--- src/rtl/irq_entry_pkg.sv ---
package irq_entry_pkg;
  localparam int unsigned DW   = 8;
  localparam int unsigned AW   = 16;
  localparam int unsigned BRK_BIT  = 4;
  localparam int unsigned IDIS_BIT = 2;

  typedef enum logic [1:0] {
    CAUSE_NONE = 2'd0,
    CAUSE_NMI  = 2'd1,
    CAUSE_IRQ  = 2'd2,
    CAUSE_BRK  = 2'd3
  } cause_e;

  typedef enum logic [2:0] {
    ST_IDLE   = 3'd0,
    ST_PUSH_H = 3'd1,
    ST_PUSH_L = 3'd2,
    ST_PUSH_P = 3'd3,
    ST_VEC_L  = 3'd4,
    ST_VEC_H  = 3'd5
  } state_e;
endpackage

--- src/rtl/irq_entry_arb.sv ---
module irq_entry_arb
  import irq_entry_pkg::*;
(
  input  logic   nmi_req_i,
  input  logic   irq_req_i,
  input  logic   brk_i,
  input  logic   idis_i,
  output cause_e cause_o
);
  always_comb begin
    if (nmi_req_i)                cause_o = CAUSE_NMI;
    else if (irq_req_i && !idis_i) cause_o = CAUSE_IRQ;
    else if (brk_i && !idis_i)     cause_o = CAUSE_BRK;
    else                           cause_o = CAUSE_NONE;
  end
endmodule

--- src/rtl/irq_entry_fsm.sv ---
module irq_entry_fsm
  import irq_entry_pkg::*;
(
  input  logic   clk_i,
  input  logic   rst_ni,
  input  logic   start_i,
  output state_e state_o
);
  state_e state_q, state_d;

  always_comb begin
    unique case (state_q)
      ST_IDLE:   state_d = start_i ? ST_PUSH_H : ST_IDLE;
      ST_PUSH_H: state_d = ST_PUSH_L;
      ST_PUSH_L: state_d = ST_PUSH_P;
      ST_PUSH_P: state_d = ST_VEC_L;
      ST_VEC_L:  state_d = ST_VEC_H;
      ST_VEC_H:  state_d = ST_IDLE;
      default:   state_d = ST_IDLE;
    endcase
  end

  always_ff @(posedge clk_i or negedge rst_ni) begin
    if (!rst_ni) state_q <= ST_IDLE;
    else         state_q <= state_d;
  end

  assign state_o = state_q;
endmodule

--- src/rtl/irq_entry_mux.sv ---
module irq_entry_mux
  import irq_entry_pkg::*;
#(
  parameter logic [DW-1:0] STACK_PAGE = 8'h01
) (
  input  state_e        state_i,
  input  logic [DW-1:0] sp_i,
  input  logic [AW-1:0] ret_i,
  input  logic [DW-1:0] stat_i,
  input  logic [AW-1:0] vec_i,
  output logic          we_o,
  output logic          re_o,
  output logic [AW-1:0] addr_o,
  output logic [DW-1:0] wdata_o
);
  always_comb begin
    we_o    = 1'b0;
    re_o    = 1'b0;
    addr_o  = '0;
    wdata_o = '0;
    unique case (state_i)
      ST_PUSH_H: begin we_o = 1'b1; addr_o = {STACK_PAGE, sp_i}; wdata_o = ret_i[AW-1:DW]; end
      ST_PUSH_L: begin we_o = 1'b1; addr_o = {STACK_PAGE, sp_i}; wdata_o = ret_i[DW-1:0]; end
      ST_PUSH_P: begin we_o = 1'b1; addr_o = {STACK_PAGE, sp_i}; wdata_o = stat_i; end
      ST_VEC_L:  begin re_o = 1'b1; addr_o = vec_i; end
      ST_VEC_H:  begin re_o = 1'b1; addr_o = vec_i + AW'(1); end
      default: ;
    endcase
  end
endmodule

--- src/rtl/irq_entry_seq.sv ---
module irq_entry_seq
  import irq_entry_pkg::*;
#(
  parameter logic [7:0]  STACK_PAGE = 8'h01,
  parameter logic [15:0] NMI_VEC    = 16'hFFFA,
  parameter logic [15:0] IRQ_VEC    = 16'hFFFE
) (
  input  logic        clk_i,
  input  logic        rst_ni,
  input  logic        boundary_i,
  input  logic        nmi_req_i,
  input  logic        irq_req_i,
  input  logic        brk_i,
  input  logic [15:0] pc_i,
  input  logic [7:0]  status_i,
  input  logic [7:0]  sp_i,
  input  logic [7:0]  mem_rdata_i,
  output logic        mem_we_o,
  output logic        mem_re_o,
  output logic [15:0] mem_addr_o,
  output logic [7:0]  mem_wdata_o,
  output logic        busy_o,
  output logic        done_o,
  output logic [15:0] pc_o,
  output logic [7:0]  status_o,
  output logic [7:0]  sp_o,
  output logic        nmi_ack_o,
  output logic        irq_ack_o
);
  localparam logic [DW-1:0] BRK_MASK  = DW'(1) << BRK_BIT;
  localparam logic [DW-1:0] IDIS_MASK = DW'(1) << IDIS_BIT;

  cause_e        cause, cause_q;
  state_e        state;
  logic          start;
  logic [AW-1:0] ret_q, vec;
  logic [DW-1:0] stat_q, sp_q, vec_lo_q;

  irq_entry_arb u_arb (
    .nmi_req_i (nmi_req_i),
    .irq_req_i (irq_req_i),
    .brk_i     (brk_i),
    .idis_i    (status_i[IDIS_BIT]),
    .cause_o   (cause)
  );

  assign start = (state == ST_IDLE) && boundary_i && (cause != CAUSE_NONE);

  irq_entry_fsm u_fsm (
    .clk_i   (clk_i),
    .rst_ni  (rst_ni),
    .start_i (start),
    .state_o (state)
  );

  assign vec = (cause_q == CAUSE_NMI) ? NMI_VEC : IRQ_VEC;

  irq_entry_mux #(.STACK_PAGE(STACK_PAGE)) u_mux (
    .state_i (state),
    .sp_i    (sp_q),
    .ret_i   (ret_q),
    .stat_i  (stat_q),
    .vec_i   (vec),
    .we_o    (mem_we_o),
    .re_o    (mem_re_o),
    .addr_o  (mem_addr_o),
    .wdata_o (mem_wdata_o)
  );

  always_ff @(posedge clk_i or negedge rst_ni) begin
    if (!rst_ni) begin
      cause_q   <= CAUSE_NONE;
      ret_q     <= '0;
      stat_q    <= '0;
      sp_q      <= '0;
      vec_lo_q  <= '0;
      pc_o      <= '0;
      status_o  <= '0;
      done_o    <= 1'b0;
      nmi_ack_o <= 1'b0;
      irq_ack_o <= 1'b0;
    end else begin
      done_o    <= (state == ST_VEC_H);
      nmi_ack_o <= (state == ST_VEC_H) && (cause_q == CAUSE_NMI);
      irq_ack_o <= (state == ST_VEC_H) && (cause_q == CAUSE_IRQ);
      if (start) begin
        cause_q <= cause;
        // break resumes past its own opcode
        ret_q   <= (cause == CAUSE_BRK) ? pc_i + AW'(1) : pc_i;
        stat_q  <= status_i | BRK_MASK;
        sp_q    <= sp_i;
      end
      if (mem_we_o) sp_q <= sp_q - DW'(1);
      if (state == ST_VEC_L) vec_lo_q <= mem_rdata_i;
      if (state == ST_VEC_H) begin
        pc_o     <= {mem_rdata_i, vec_lo_q};
        status_o <= stat_q | IDIS_MASK;
      end
    end
  end

  assign sp_o   = sp_q;
  assign busy_o = (state != ST_IDLE);
endmodule


--- config.mk ---
export PLATFORM = sky130hd
export DESIGN_NAME = irq_entry_seq
export DESIGN_NICKNAME = d
export VERILOG_FILES = /design/src/rtl/irq_entry_pkg.sv /design/src/rtl/irq_entry_arb.sv /design/src/rtl/irq_entry_fsm.sv /design/src/rtl/irq_entry_mux.sv /design/src/rtl/irq_entry_seq.sv
export SDC_FILE = /design/constraint.sdc
export NUM_CORES = 1
export LEC_CHECK = 0
export BUFFER_PORTS_ARGS = -buffer_cell sky130_fd_sc_hd__buf_2
export CORE_MARGIN = 2
export CORE_UTILIZATION = 45
export CTS_CLUSTER_SIZE = 8
export DETAILED_ROUTE_END_ITERATION = 8
export GPL_TIMING_DRIVEN = 0
export PLACE_DENSITY_LB_ADDON = 0.3
export SLEW_MARGIN = 20
export SYNTH_ARGS = -nofsm -noshare
export SYNTH_HDL_FRONTEND = slang
export SYNTH_HIERARCHICAL = 1
export SYNTH_SLANG_ARGS = --single-unit
--- constraint.sdc ---
create_clock -name clk_i -period 2.6 [get_ports clk_i]
set_input_delay 0.39 -clock clk_i [delete_from_list [all_inputs] [get_ports clk_i]]
set_output_delay 0.39 -clock clk_i [all_outputs]
set_load 0.01 [all_outputs]
* Word level (Yosys, flattened, before mapping)
Cells that the tools add are included.
** Operators by class
- Shift-type cells :: 0
- Add/subtract/negate cells :: 3
- Order comparisons :: 0
- Bitwise logic cells :: 0
- Divide/modulo/power cells :: 0
- Reductions and logical operators :: 13
- Equal/unequal tests :: 8
- Multiply operators :: 0
- Mux-type cells :: 13
** Operators with widths (number)
- 16-bit case mux with 3 select lines :: 1
- 8-bit case mux with 3 select lines :: 1
- 16-bit by 1-bit adder with 16-bit output, second input constant :: 1
- 16-bit two-way mux :: 1
- 8-bit two-way mux :: 2
- 3-bit case mux with 5 select lines :: 1
- 8-bit by 1-bit subtractor with 8-bit output, second input constant :: 1
- 3-bit by 2-bit equality test with 1-bit output, second input constant :: 2
- 3-bit equality test, second input constant :: 2
- 1-bit logical AND :: 6
- 2-bit two-way mux :: 3
- 4-bit by 2-bit adder with 5-bit output, second input constant :: 1
- 2-bit equality test, second input constant :: 2
- 2-bit nonzero test :: 2
- 3-bit by 1-bit equality test with 1-bit output, second input constant :: 1
- 3-bit logical NOT :: 1
- 1-bit two-way mux :: 3
- 3-bit two-way mux :: 1
- 3-bit nonzero test :: 1
- 3-bit OR reduction :: 1
- 2-bit by 1-bit equality test with 1-bit output, second input constant :: 1
- 2-bit OR reduction :: 1
- 1-bit logical NOT :: 1
** Storage, ports and cells
- Register bits :: 72
- RAM bits :: 0
- Bits in latches :: 0
- Word-level logic and storage cells :: 48
- Bits in read-only memories :: 0
- Memories kept :: 0

* Depth between registers and ports, before layout
Gate-level depths: netlist (run 1).
- Depth after elaboration :: 9
- Gate-level depth with buffers :: 9
- Mapped depth without buffers :: 6

* Hierarchy
Netlist (run 1), hierarchy kept.
** By module, submodules not included
- irq_entry_seq :: area each 3040.4 um^2, times used 1, cells an instance 311, seq. area each 1726.7 um^2
- irq_entry_mux :: area each 679.4 um^2, times used 1, cells an instance 106, seq. area each 0.0 um^2
- irq_entry_fsm :: area each 116.4 um^2, times used 1, cells an instance 10, seq. area each 75.1 um^2
- irq_entry_arb :: area each 22.5 um^2, times used 1, cells an instance 4, seq. area each 0.0 um^2

* Worst setup path before layout (run 1)
No wires, ideal clock.
- Path type :: flip-flop to flip-flop
- Start :: register u_fsm.state_q[0], in the netlist u_fsm/state_o[0]
- End :: register sp_q[6], in the netlist sp_o[6]
- Library setup time :: 126 ps
- Period minus slack after synthesis :: 2474 ps
- Setup slack :: 126 ps
- Cell stages (with the launch flop) :: 8
- Arrival time :: 2348 ps
- Buffers on the path :: 2
- Cell sequence :: dfrtp_1 > buf_2 > buf_2 > nor2_1 > nor2_1 > or4b_4 > o21a_1 > a221o_1
** On the way
- Word-level cells in the longest chain between the ends :: 4
- Elaborated cells on any way between the ends :: 10
** Ends and longest elaborated chain
- start, declared :: RTL line irq_entry_fsm.sv:9 : state_e state_q, state_d;
- start signal, assigned :: RTL line irq_entry_fsm.sv:25 : else state_q <= state_d;
- 3-bit by 1-bit equality test with 1-bit output / 3-bit by 2-bit equality test with 1-bit output (equally long branches) :: RTL line irq_entry_mux.sv:21 : unique case (state_i)
- 3-bit OR reduction (no line) *
- 1-bit two-way mux * :: RTL line irq_entry_mux.sv:21
- named net mem_we_o :: RTL line irq_entry_seq.sv:18 : output logic mem_we_o,
- 8-bit two-way mux / 2-bit nonzero test (equally long branches)
- end signal, assigned :: RTL line irq_entry_seq.sv:91 : sp_q <= sp_i;
- end signal, assigned :: RTL line irq_entry_seq.sv:93 : if (mem_we_o) sp_q <= sp_q - DW'(1);
- end, declared :: RTL line irq_entry_seq.sv:37 : logic [DW-1:0] stat_q, sp_q, vec_lo_q;
The timed path passes the listed nets; every way through them passes the cells marked *.
A chain may end at the register's enable or synchronous reset.

* Worst setup path in the final report (run 1)
- Start :: register u_fsm.state_q[0], in the netlist u_fsm/state_o[0]
- End :: output mem_wdata_o[5]
** On the way
- Word-level cells in the longest chain between the ends :: 2
- Elaborated cells on any way between the ends :: 4
** Ends and longest elaborated chain
- 3-bit by 2-bit equality test with 1-bit output / 3-bit by 1-bit equality test with 1-bit output (equally long branches) :: RTL line irq_entry_mux.sv:21
- 8-bit case mux with 3 select lines * :: RTL line irq_entry_mux.sv:21
- end, declared :: RTL line irq_entry_seq.sv:21 : output logic [7:0] mem_wdata_o,
Mark *: on every way between the ends. The rest lies on a longest branch, timed or not.

==> results.sh, run 1 <==
export IMPL_vias=3465
export IMPL_gp_congestion=0.780
export IMPL_finalCritPeriodShare_pct=93.6
export IMPL_fin_cells=710
export IMPL_hold_viol=6
export IMPL_endpoint="mem_wdata_o[5]"
export IMPL_hp_class="in2async"
export IMPL_fp_coreArea_um2=8260
export IMPL_crit_path_max_fanout=10
export IMPL_startpoint="u_fsm/state_o[0]$_DFF_PN0_"
export IMPL_worstPathCellList="clkbuf_4 -> clkbuf_4 -> mux2_2 -> a22oi_1 -> nor2_1 -> buf_2"
export IMPL_cts_buffers=9
export IMPL_final_cell_mix="nand2_1, buf_2, dfrtp_1, conb_1, nor2_1"
export IMPL_antenna_found_initial=0
export IMPL_syn2layout_area_growth_pct=28.9
export IMPL_critPathBufInv=3
export IMPL_max_stage_delay_ps=480
export IMPL_grt_util_all_layers_pct=20.1
export IMPL_insertion_delay_ps=350
export IMPL_syn_area_per_cell_um2=8.95
export IMPL_end_kind="primary output"
export IMPL_tns_ps=0
export IMPL_dpl_worst_slack_ps=-207
export IMPL_nets=649
export IMPL_dp_hpwl_um=7010
export IMPL_postCtsHoldBufs=0
export IMPL_crit_path_frequent_cell="clkbuf_4"
export IMPL_layout_drive_gt1_share_pct=25.1
export IMPL_cp_start_kind="flip-flop"
export IMPL_routedWlPerCell_um=12.8
export IMPL_wl_um=9110
export IMPL_drt_iter0_drc=151
export IMPL_rows=33
export IMPL_synth_edf_count=0
export IMPL_die_x_um=96.6
export IMPL_r2r_end="sp_o[6]$_DFFE_PN0P_"
export IMPL_failed_checks="negative hold slack"
export IMPL_first_global_vias=3396
export IMPL_pin_count=108
export IMPL_drc=0
export IMPL_fmax_mhz=411
export IMPL_r2r_cells=7
export IMPL_ys_async_sr_fraction_pct=100
export IMPL_skew_ps=17.9
export IMPL_leakage_nw=2.53
export IMPL_finalCriticalPeriod_ps=2430
export IMPL_worst_pin_slew_ps=694
export IMPL_ys_seq_area_share_pct=46.7
export IMPL_port_buffers=105
export IMPL_finalSetupViolCount=0
export IMPL_drtPass1Iterations=4
export IMPL_initial_core_util_pct=46.7
export IMPL_ys_ff_latch=72
export IMPL_grt_pass1_wl_um=15600
export IMPL_htreeDepth=3
export IMPL_r2r_slack_ps=280
export IMPL_peakVddDrop_uv=373
export IMPL_r2r_start="u_fsm/state_o[0]$_DFF_PN0_"
export IMPL_synth_main_ff_cell="dfrtp_1"
export IMPL_antenna_left=0
export IMPL_fin_util_pct=60.2
export IMPL_ctsRootBufferMaster="clkbuf_8"
export IMPL_n_fill_cell=777
export IMPL_synth_cell_types=48
export IMPL_cap_violations=0
export IMPL_layout_commonest_cell="nand2_1"
export IMPL_crit_arrival_ps=2040
export IMPL_finalMaxSlewViolations=0
export IMPL_fin_hold_ws_ps=-9.50
export IMPL_grt_max_degree=38
export IMPL_syn_area_um2=3860
export IMPL_setup_slack_ps=167
export IMPL_clock_sinks=72
export IMPL_status="finished, violations left"
export IMPL_crit_type="reg2out"
export IMPL_viasPerCell=4.88
export IMPL_overflow=0
export IMPL_clk_path_buf_depth=2
export IMPL_yosys_warnings=6
export IMPL_cp_depth=6
export IMPL_crit_slowest_cell="dfrtp_2"
export IMPL_crit_family="buffers and inverters"
export IMPL_slew_headroom_pct=53.4
export IMPL_dp_cells=694
export IMPL_diodes=0
export IMPL_syn_inst=431
export IMPL_path_clk_slew_ps=80
export IMPL_rsz0062_at_grt="no"
export IMPL_die_area_um2=9330
export IMPL_cts_tree="built"
export IMPL_pwr_density_cell_nw_per_um2=1100
export IMPL_required_ps=2210
export IMPL_die_h_um=96.6
[per-layer routing]
layer / GRT usage [%] / wire (um)
met1: 24.8 / 3990
met2: 35.3 / 4560
met3: 3.54 / 381
met4: 7.48 / 172
met5: 0 / 0
[registers in the layout, indices dropped and copies added (netlist names)]
name,flops
pc_o,16
ret_q,16
sp_o,8
stat_q,8
status_o,8
vec_lo_q,8
u_fsm/state_o,3
cause_q,2
done_o,1
irq_ack_o,1
nmi_ack_o,1
[cell usage after synthesis (2+ instances only)]
master | count | area (um^2)
inv_2 | 2 | 7.51
nor3b_1 | 4 | 30.0
a21oi_1 | 2 | 10.0
o21ai_0 | 10 | 50.1
nand2b_1 | 6 | 37.5
clkbuf_1 | 11 | 41.3
nand2_1 | 129 | 484
or4_1 | 3 | 22.5
nand3_1 | 5 | 25.0
mux2_1 | 8 | 90.1
and3_1 | 3 | 18.8
mux2_2 | 10 | 113
mux2i_1 | 13 | 130
xnor2_1 | 16 | 140
nor4_1 | 2 | 12.5
nor3_1 | 7 | 35.0
nor2_1 | 27 | 101
buf_2 | 6 | 30.0
and4_1 | 2 | 17.5
inv_1 | 5 | 18.8
o21ai_1 | 15 | 75.1
conb_1 | 2 | 7.51
ha_1 | 3 | 37.5
dfrtp_1 | 72 | 1800
a221o_1 | 3 | 30.0
a22oi_1 | 8 | 60.1
o31ai_1 | 3 | 22.5
and2_1 | 2 | 12.5
nand4_1 | 15 | 93.8
a31oi_1 | 3 | 18.8
o22ai_1 | 5 | 31.3
xor2_1 | 11 | 96.3
or3_1 | 3 | 18.8
[through the flow]
| step | power, mW | hold WS, ps | cell area (um^2) |
|---|---|---|---|
| finish | 5.45 | -9.50 | 4970 |
| detailed placement | 4.45 | 381 | 4730 |
| CTS | 5.50 | 1.42 | 4970 |
| global placement | 4.35 | 440 | 4710 |
| floorplan | 3.53 | 94.4 | 4050 |
| global route | 5.87 | 26.0 | 4970 |
[area by class of cell]
class	count	area, um^2	area share [%]
multi-input combinational	385	2150	43.2
sequential	72	1800	36.2
timing repair buffer	106	548	11.0
tap	105	131	2.64
clock buffer	9	124	2.49
clock inverter	7	103	2.06
buffer	19	88.8	1.79
inverter	7	26.3	0.528
[power by group]
| group | internal, mW | switching [mW] |
|---|---|---|
| Combinational | 1.07 | 1.37 |
| Sequential | 1.62 | 0.399 |
| Clock | 0.552 | 0.449 |
[how the worst min path moves through the flow]
| stage | start | to | slack, ps | depth (start not counted) |
|---|---|---|---|---|
| after floorplan | rst_ni | cause_q[0]$_DFFE_PN0P_ | 90 | 0 |
| after global placement | vec_lo_q[6]$_DFFE_PN0N_ | pc_o[6]$_DFFE_PN0P_ | 440 | 2 |
| after detailed placement | rst_ni | stat_q[2]$_DFFE_PN0P_ | 380 | 1 |
| after CTS | rst_ni | stat_q[2]$_DFFE_PN0P_ | 1 | 1 |
| after global routing | rst_ni | stat_q[2]$_DFFE_PN0P_ | 30 | 1 |
| final | rst_ni | stat_q[2]$_DFFE_PN0P_ | -9 | 1 |
[cell families (layout without fill, tap and decap cells)]
kind of cell               count (synthesis)  in the layout  share of synthesized area (%)
AOI/OAI and AO/OA                         51             51                           8.11
xor gates and xnor gates                  27             27                           6.13
adders and majority gates                  3              3                          0.973
buffers and inverters                     26            148                           2.82
DFF                                       72             72                           46.7
muxes                                     31             31                           8.63
other                                      2             54                          0.195
and+or+nand+nor                          219            219                           26.5
[worst register-to-register path, stage by stage, from the launching register on]
cell      delay (ps)
dfrtp_2          480
clkbuf_4         260
clkbuf_4         230
nor2_1           100
nor2_4           240
or4b_4           500
o21a_1           120
a221o_1          290
[repair_timing]
action,4_1_cts,5_1_grt
gates resized for setup,4,2
endpoints found under the hold margin,0,0
gates cloned,0,0
setup buffers,0,0
endpoints found under the setup margin,11,2
Note: power is estimated with default switching activity, not from simulation.
==> inputs of run 2 (changes only) <==
--- a/config.mk
+++ b/config.mk
@@ -6,12 +6,14 @@
 export NUM_CORES = 1
 export LEC_CHECK = 0
 export BUFFER_PORTS_ARGS = -buffer_cell sky130_fd_sc_hd__buf_2
+export CORE_ASPECT_RATIO = 0.75
 export CORE_MARGIN = 2
-export CORE_UTILIZATION = 45
+export CORE_UTILIZATION = 30
 export CTS_CLUSTER_SIZE = 8
 export DETAILED_ROUTE_END_ITERATION = 8
 export GPL_TIMING_DRIVEN = 0
 export PLACE_DENSITY_LB_ADDON = 0.3
+export REMOVE_ABC_BUFFERS = 1
 export SLEW_MARGIN = 20
 export SYNTH_ARGS = -nofsm -noshare
 export SYNTH_HDL_FRONTEND = slang
==> run 2 against run 1 <==
Critical path depth is the same. Utilization shrank 19 points. Wire length grew 12%. Die area grew 48%. Via count shrank 1.2%. Cell area grew 2.5%. The run now ends clean. Combinational power shrank 5%. Highest routed layer unchanged.
==> results.sh, run 2 (same netlist as run 1, synthesis figures left out) <==
export IMPL_clk_path_buf_depth=2
export IMPL_hp_class="in2async"
export IMPL_crit_family="compound AO/OA/AOI/OAI gates"
export IMPL_required_ps=2810
export IMPL_cts_tree="built"
export IMPL_layout_drive_gt1_share_pct=25.6
export IMPL_crit_slowest_cell="dfrtp_4"
export IMPL_port_buffers=106
export IMPL_dpl_worst_slack_ps=-400
export IMPL_first_global_vias=3347
export IMPL_n_fill_cell=1275
export IMPL_setup_slack_ps=148
export IMPL_finalCritPeriodShare_pct=94.3
export IMPL_tns_ps=0
export IMPL_pwr_density_cell_nw_per_um2=1110
export IMPL_cp_start_kind="flip-flop"
export IMPL_clock_sinks=72
export IMPL_status="finished clean"
export IMPL_cts_buffers=9
export IMPL_htreeDepth=3
export IMPL_vias=3425
export IMPL_drc=0
export IMPL_largest_registers="pc_o x16, ret_q x16"
export IMPL_crit_path_max_fanout=28
export IMPL_crit_type="reg2reg"
export IMPL_pin_count=108
export IMPL_rsz0062_at_grt="no"
export IMPL_routedWlPerCell_um=13.5
export IMPL_nets=633
export IMPL_multiInputGateArea_um2=2170
export IMPL_r2r_end="sp_o[4]$_DFFE_PN0P_"
export IMPL_worst_pin_slew_ps=778
export IMPL_grt_util_all_layers_pct=15.2
export IMPL_seq_area_um2=1810
export IMPL_initial_core_util_pct=31.0
export IMPL_finalSetupViolCount=0
export IMPL_fmax_mhz=408
export IMPL_power_mw=5.64
export IMPL_leakage_nw=2.53
export IMPL_critPathBufInv=2
export IMPL_skew_ps=5.88
export IMPL_final_cell_mix="nand2_1, buf_2, dfrtp_1, conb_1, nor2_1"
export IMPL_peakVddDrop_uv=364
export IMPL_drtPass1Iterations=4
export IMPL_wl_um=10200
export IMPL_fin_util_pct=41.0
export IMPL_dp_hpwl_um=7540
export IMPL_worstPathCellList="nor4b_2 -> o21ai_4 -> buf_16 -> clkinv_2 -> o21ai_1 -> a221o_1"
export IMPL_rows=35
export IMPL_insertion_delay_ps=330
export IMPL_hold_viol=0
export IMPL_fin_hold_ws_ps=9.93
export IMPL_path_clk_slew_ps=60
export IMPL_crit_arrival_ps=2660
export IMPL_gp_congestion=0.899
export IMPL_ctsRootBufferMaster="clkbuf_16"
export IMPL_die_area_um2=13800
export IMPL_overflow=0
export IMPL_end_kind="flip-flop"
export IMPL_die_x_um=135
export IMPL_die_h_um=102
export IMPL_diodes=0
export IMPL_r2r_cells=6
export IMPL_fp_coreArea_um2=12400
export IMPL_layout_commonest_cell="nand2_1"
export IMPL_cap_violations=0
export IMPL_drt_iter0_drc=208
export IMPL_grt_pass1_wl_um=16500
export IMPL_antenna_left=0
export IMPL_r2r_start="u_fsm/state_o[0]$_DFF_PN0_"
export IMPL_r2r_slack_ps=150
export IMPL_max_stage_delay_ps=630
export IMPL_finalMaxSlewViolations=0
export IMPL_antenna_found_initial=0
export IMPL_viasPerCell=4.54
export IMPL_grt_max_degree=41
export IMPL_finalCriticalPeriod_ps=2450
export IMPL_slew_headroom_pct=47.7
export IMPL_syn2layout_area_growth_pct=32.1
## run 2: cell count changes in the layout (fill, tap and decap cells not counted), sizes merged
cell,before,now
bufinv,2,1
clkinvlp,0,2
inv,9,6
buf,112,109
clkinv,3,4
clkbuf,22,10
## run 2: per-layer routing
| metal | vias up | GRT usage (%) | wire (um) |
|---|---|---|---|
| met2 | 94 | 23.8 | 4490 |
| met4 | 0 | 3.29 | 92 |
| li1 | 1730 | - | - |
| met5 | - | 0 | 0 |
| met1 | 1589 | 21.4 | 4960 |
| met3 | 12 | 4.02 | 611 |
## run 2: worst max-delay path by stage
| stage | from | to | slack, ps | depth (start not counted) |
|---|---|---|---|---|
| floorplan | brk_i | sp_o[0]$_DFFE_PN0P_ | -360 | 6 |
| global placement | brk_i | sp_o[1]$_DFFE_PN0P_ | -1940 | 7 |
| detailed placement | u_fsm/state_o[0]$_DFF_PN0_ | sp_o[6]$_DFFE_PN0P_ | -400 | 5 |
| CTS | u_fsm/state_o[0]$_DFF_PN0_ | mem_wdata_o[5] | 9 | 4 |
| global route | u_fsm/state_o[0]$_DFF_PN0_ | sp_o[4]$_DFFE_PN0P_ | 30 | 6 |
| finish | u_fsm/state_o[0]$_DFF_PN0_ | sp_o[4]$_DFFE_PN0P_ | 150 | 6 |
## run 2: power by group
group          switching, mW  internal (mW)
logic                   1.26           1.05
clock network          0.461          0.737
registers              0.503           1.63
total                   2.23           3.42
## run 2: metrics by stage
step	area [um^2]	std cells
floorplan	3970	464
global placement	4710	736
detailed placement	4790	739
CTS	5090	755
global route	5100	755
finish	5100	755
## run 2: cell type report
type / instances / area share [%]
inverter: 7 / 0.540
multi-input combinational: 385 / 42.5
sequential: 72 / 35.5
tap: 166 / 4.07
clock inverter: 6 / 1.18
timing repair buffer: 109 / 11.7
clock buffer: 10 / 4.49
## run 2: repair_timing
action,CTS,global route
buffers inserted,0,0
hold endpoints to repair,0,0
endpoints found under the setup margin,57,20
hold buffers,0,0
resized for setup,5,4
==> inputs of run 3 (changes only) <==
--- a/config.mk
+++ b/config.mk
@@ -5,6 +5,7 @@
 export SDC_FILE = /design/constraint.sdc
 export NUM_CORES = 1
 export LEC_CHECK = 0
+export ABC_AREA = 1
 export BUFFER_PORTS_ARGS = -buffer_cell sky130_fd_sc_hd__buf_2
 export CORE_ASPECT_RATIO = 0.75
 export CORE_MARGIN = 2
==> run 3 against run 2 <==
Global-route usage is 0.092 points higher. Synthesized cell count is 36% higher. Register-to-register slack better by 130 ps. Cell area is 6.2% higher. Hold slack better by 240 ps. Clock skew is 1.5 ps higher. Setup slack better by 66 ps.
==> results.sh, run 3 <==
export IMPL_end_kind="primary output"
export IMPL_rows=37
export IMPL_synth_cell_types=35
export IMPL_skew_ps=7.39
export IMPL_die_area_um2=14800
export IMPL_combPwrFrac_pct=43.0
export IMPL_die_x_um=140
export IMPL_syn_inst=586
export IMPL_antenna_left=0
export IMPL_fin_cells=937
export IMPL_cts_tree="built"
export IMPL_synth_common_cells="nand2_1, dfrtp_1, inv_1, nand3_1, o21ai_0"
export IMPL_max_stage_delay_ps=610
export IMPL_slew_headroom_pct=49.6
export IMPL_syn_area_um2=4150
export IMPL_leakage_nw=3.02
export IMPL_routedWlPerCell_um=11.5
export IMPL_layout_drive_gt1_share_pct=20.6
export IMPL_place_area_um2=5090
export IMPL_layout_commonest_cell="nand2_1"
export IMPL_synth_top_cells_by_area="dfrtp_1, nand2_1, nand3_1, inv_1, o21ai_0"
export IMPL_finalCritPeriodShare_pct=91.8
export IMPL_vias=3982
export IMPL_crit_arrival_ps=2000
export IMPL_viasPerCell=4.25
export IMPL_cap_violations=0
export IMPL_drtPass1Iterations=4
export IMPL_drc=0
export IMPL_p_clk_share_pct=21.7
export IMPL_multiInputGateArea_um2=2250
export IMPL_largest_registers="pc_o x16, ret_q x16"
export IMPL_wl_um=10800
export IMPL_dpl_worst_slack_ps=-182
export IMPL_synth_top_cell_area_share_pct=43.4
export IMPL_intPower_mw=3.21
export IMPL_status="finished clean"
export IMPL_first_global_vias=3735
export IMPL_crit_path_max_fanout=21
export IMPL_pwr_density_cell_nw_per_um2=1050
export IMPL_power_frac_seq_pct=35.3
export IMPL_p_sw_mw=2.48
export IMPL_cts_setup_buffers=0
export IMPL_required_ps=2210
export IMPL_crit_family="simple AND/OR/NAND/NOR gates"
export IMPL_nets=806
export IMPL_fp_coreArea_um2=13600
export IMPL_seq_area_um2=1800
export IMPL_ys_ff_latch=72
export IMPL_initial_core_util_pct=30.5
export IMPL_rsz0062_at_grt="no"
export IMPL_finalSetupViolCount=0
export IMPL_grt_pass1_wl_um=18200
export IMPL_crit_slowest_cell="dfrtp_1"
export IMPL_drt_iter0_drc=178
export IMPL_htreeDepth=3
export IMPL_fin_hold_ws_ps=254
export IMPL_path_clk_slew_ps=70
export IMPL_syn2layout_area_growth_pct=30.5
export IMPL_dp_hpwl_um=7970
export IMPL_worstPathCellList="nor2_2 -> nor2_4 -> nand2_1 -> o21ai_0 -> buf_2"
export IMPL_hold_viol=0
export IMPL_yosys_warnings=6
export IMPL_fin_util_pct=39.8
export IMPL_overflow=0
export IMPL_clock_sinks=72
export IMPL_setup_slack_ps=214
export IMPL_final_cell_mix="nand2_1, buf_2, dfrtp_1, conb_1, inv_1"
export IMPL_insertion_delay_ps=340
export IMPL_crit_type="reg2out"
export IMPL_fmax_mhz=419
export IMPL_critPathBufInv=1
export IMPL_cp_start_kind="flip-flop"
export IMPL_n_fill_cell=1491
export IMPL_antenna_found_initial=0
export IMPL_power_mw=5.69
export IMPL_diodes=0
export IMPL_dp_cells=919
export IMPL_syn_area_per_cell_um2=7.08
export IMPL_finalMaxSlewViolations=0
export IMPL_synth_most_common_cell="nand2_1"
export IMPL_ys_async_sr_fraction_pct=100
export IMPL_port_buffers=106
export IMPL_tns_ps=0
export IMPL_die_h_um=106
export IMPL_pin_count=108
export IMPL_fin_area_um2=5420
export IMPL_peakVddDrop_uv=378
export IMPL_swShare_pct=43.5
export IMPL_clk_path_buf_depth=2
export IMPL_cts_buffers=9
export IMPL_synth_area_leader_cell="dfrtp_1"
export IMPL_worst_pin_slew_ps=751
export IMPL_synth_main_ff_cell="dfrtp_1"
export IMPL_grt_util_all_layers_pct=15.3
export IMPL_grt_max_degree=55
export IMPL_ys_seq_area_share_pct=43.4
export IMPL_hp_class="in2reg"
export IMPL_synth_edf_count=0
export IMPL_finalCriticalPeriod_ps=2390
export IMPL_gp_congestion=0.872
export IMPL_ctsRootBufferMaster="clkbuf_16"
[run 3: cell count changes in the layout (fill, tap and decap cells not counted), moves of 9 or more]
| cell | previous run | this run |
|---|---|---|
| nand4_1 | 15 | 6 |
| mux2i_1 | 13 | 0 |
| o21ai_0 | 10 | 44 |
| nor2_1 | 26 | 35 |
| conb_1 | 54 | 67 |
| inv_1 | 5 | 64 |
| mux2_2 | 10 | 0 |
| nor2_2 | 0 | 9 |
| nand2_1 | 129 | 216 |
| nand3_1 | 5 | 59 |
| xnor2_1 | 16 | 3 |
[run 3: cell families after synthesis]
logic type,share of synthesized area [%]
other,0.181
DFF,43.4
buffers and inverters,8.75
xor gates and xnor gates,1.90
adders and majority gates,0.905
and+or+nand+nor,35.6
AOI/OAI and AO/OA,9.29
[run 3: routing by layer]
layer / vias to the layer above / GRT usage, % / wire (um)
li1: 2134 / - / -
met1: 1771 / 21.8 / 5500
met2: 67 / 23.3 / 4720
met3: 10 / 3.36 / 437
met4: 0 / 4.57 / 155
met5: - / 0 / 0
[run 3: power groups by stage]
stage	combinational [mW]	sequential, mW	clock, mW
after global routing	2.82	2.09	1.32
after CTS	2.48	2.01	1.27
after floorplan	1.44	2.06	0
after detailed placement	2.46	2.03	0
after global placement	2.43	2.01	0
final	2.45	2.01	1.23
[run 3: what timing repair did]
action | in CTS | in global routing
endpoints found under the hold margin | 18 | 0
cloned | 1 | 0
hold buffers | 1 | 0
setup endpoints to repair | 1 | 8
resized for setup | 0 | 2
[run 3: worst reg2reg max path, cell delays in order (launching register included)]
cell	delay, ps
dfrtp_1	530
nor2_2	250
nand3_2	170
a21oi_4	500
inv_2	340
nor2_2	300
o21ai_0	120
[run 3: worst paths after layout]
path | slack (ps) | depth (start not counted) | start | end
max | 210 | 5 | u_fsm/state_o[1]$_DFF_PN0_ | mem_addr_o[3]
max in group asynchronous | 1560 | 3 | rst_ni | u_fsm/state_o[0]$_DFF_PN0_
min | 250 | 3 | status_i[0] | stat_q[0]$_DFFE_PN0P_
max reg2reg | 280 | 6 | u_fsm/state_o[1]$_DFF_PN0_ | sp_o[6]$_DFFE_PN0P_
min reg2reg | 460 | 1 | cause_q[0]$_DFFE_PN0P_ | irq_ack_o$_DFF_PN0_
min in group asynchronous | 470 | 2 | rst_ni | stat_q[0]$_DFFE_PN0P_
[run 3: final cells by class]
type,instances,area share (%)
Multi-Input combinational cell,495,41.6
Sequential cell,72,33.3
Timing Repair Buffer,108,10.5
Inverter,71,5.01
Clock buffer,9,4.16
Tap cell,175,4.04
Clock inverter,7,1.36
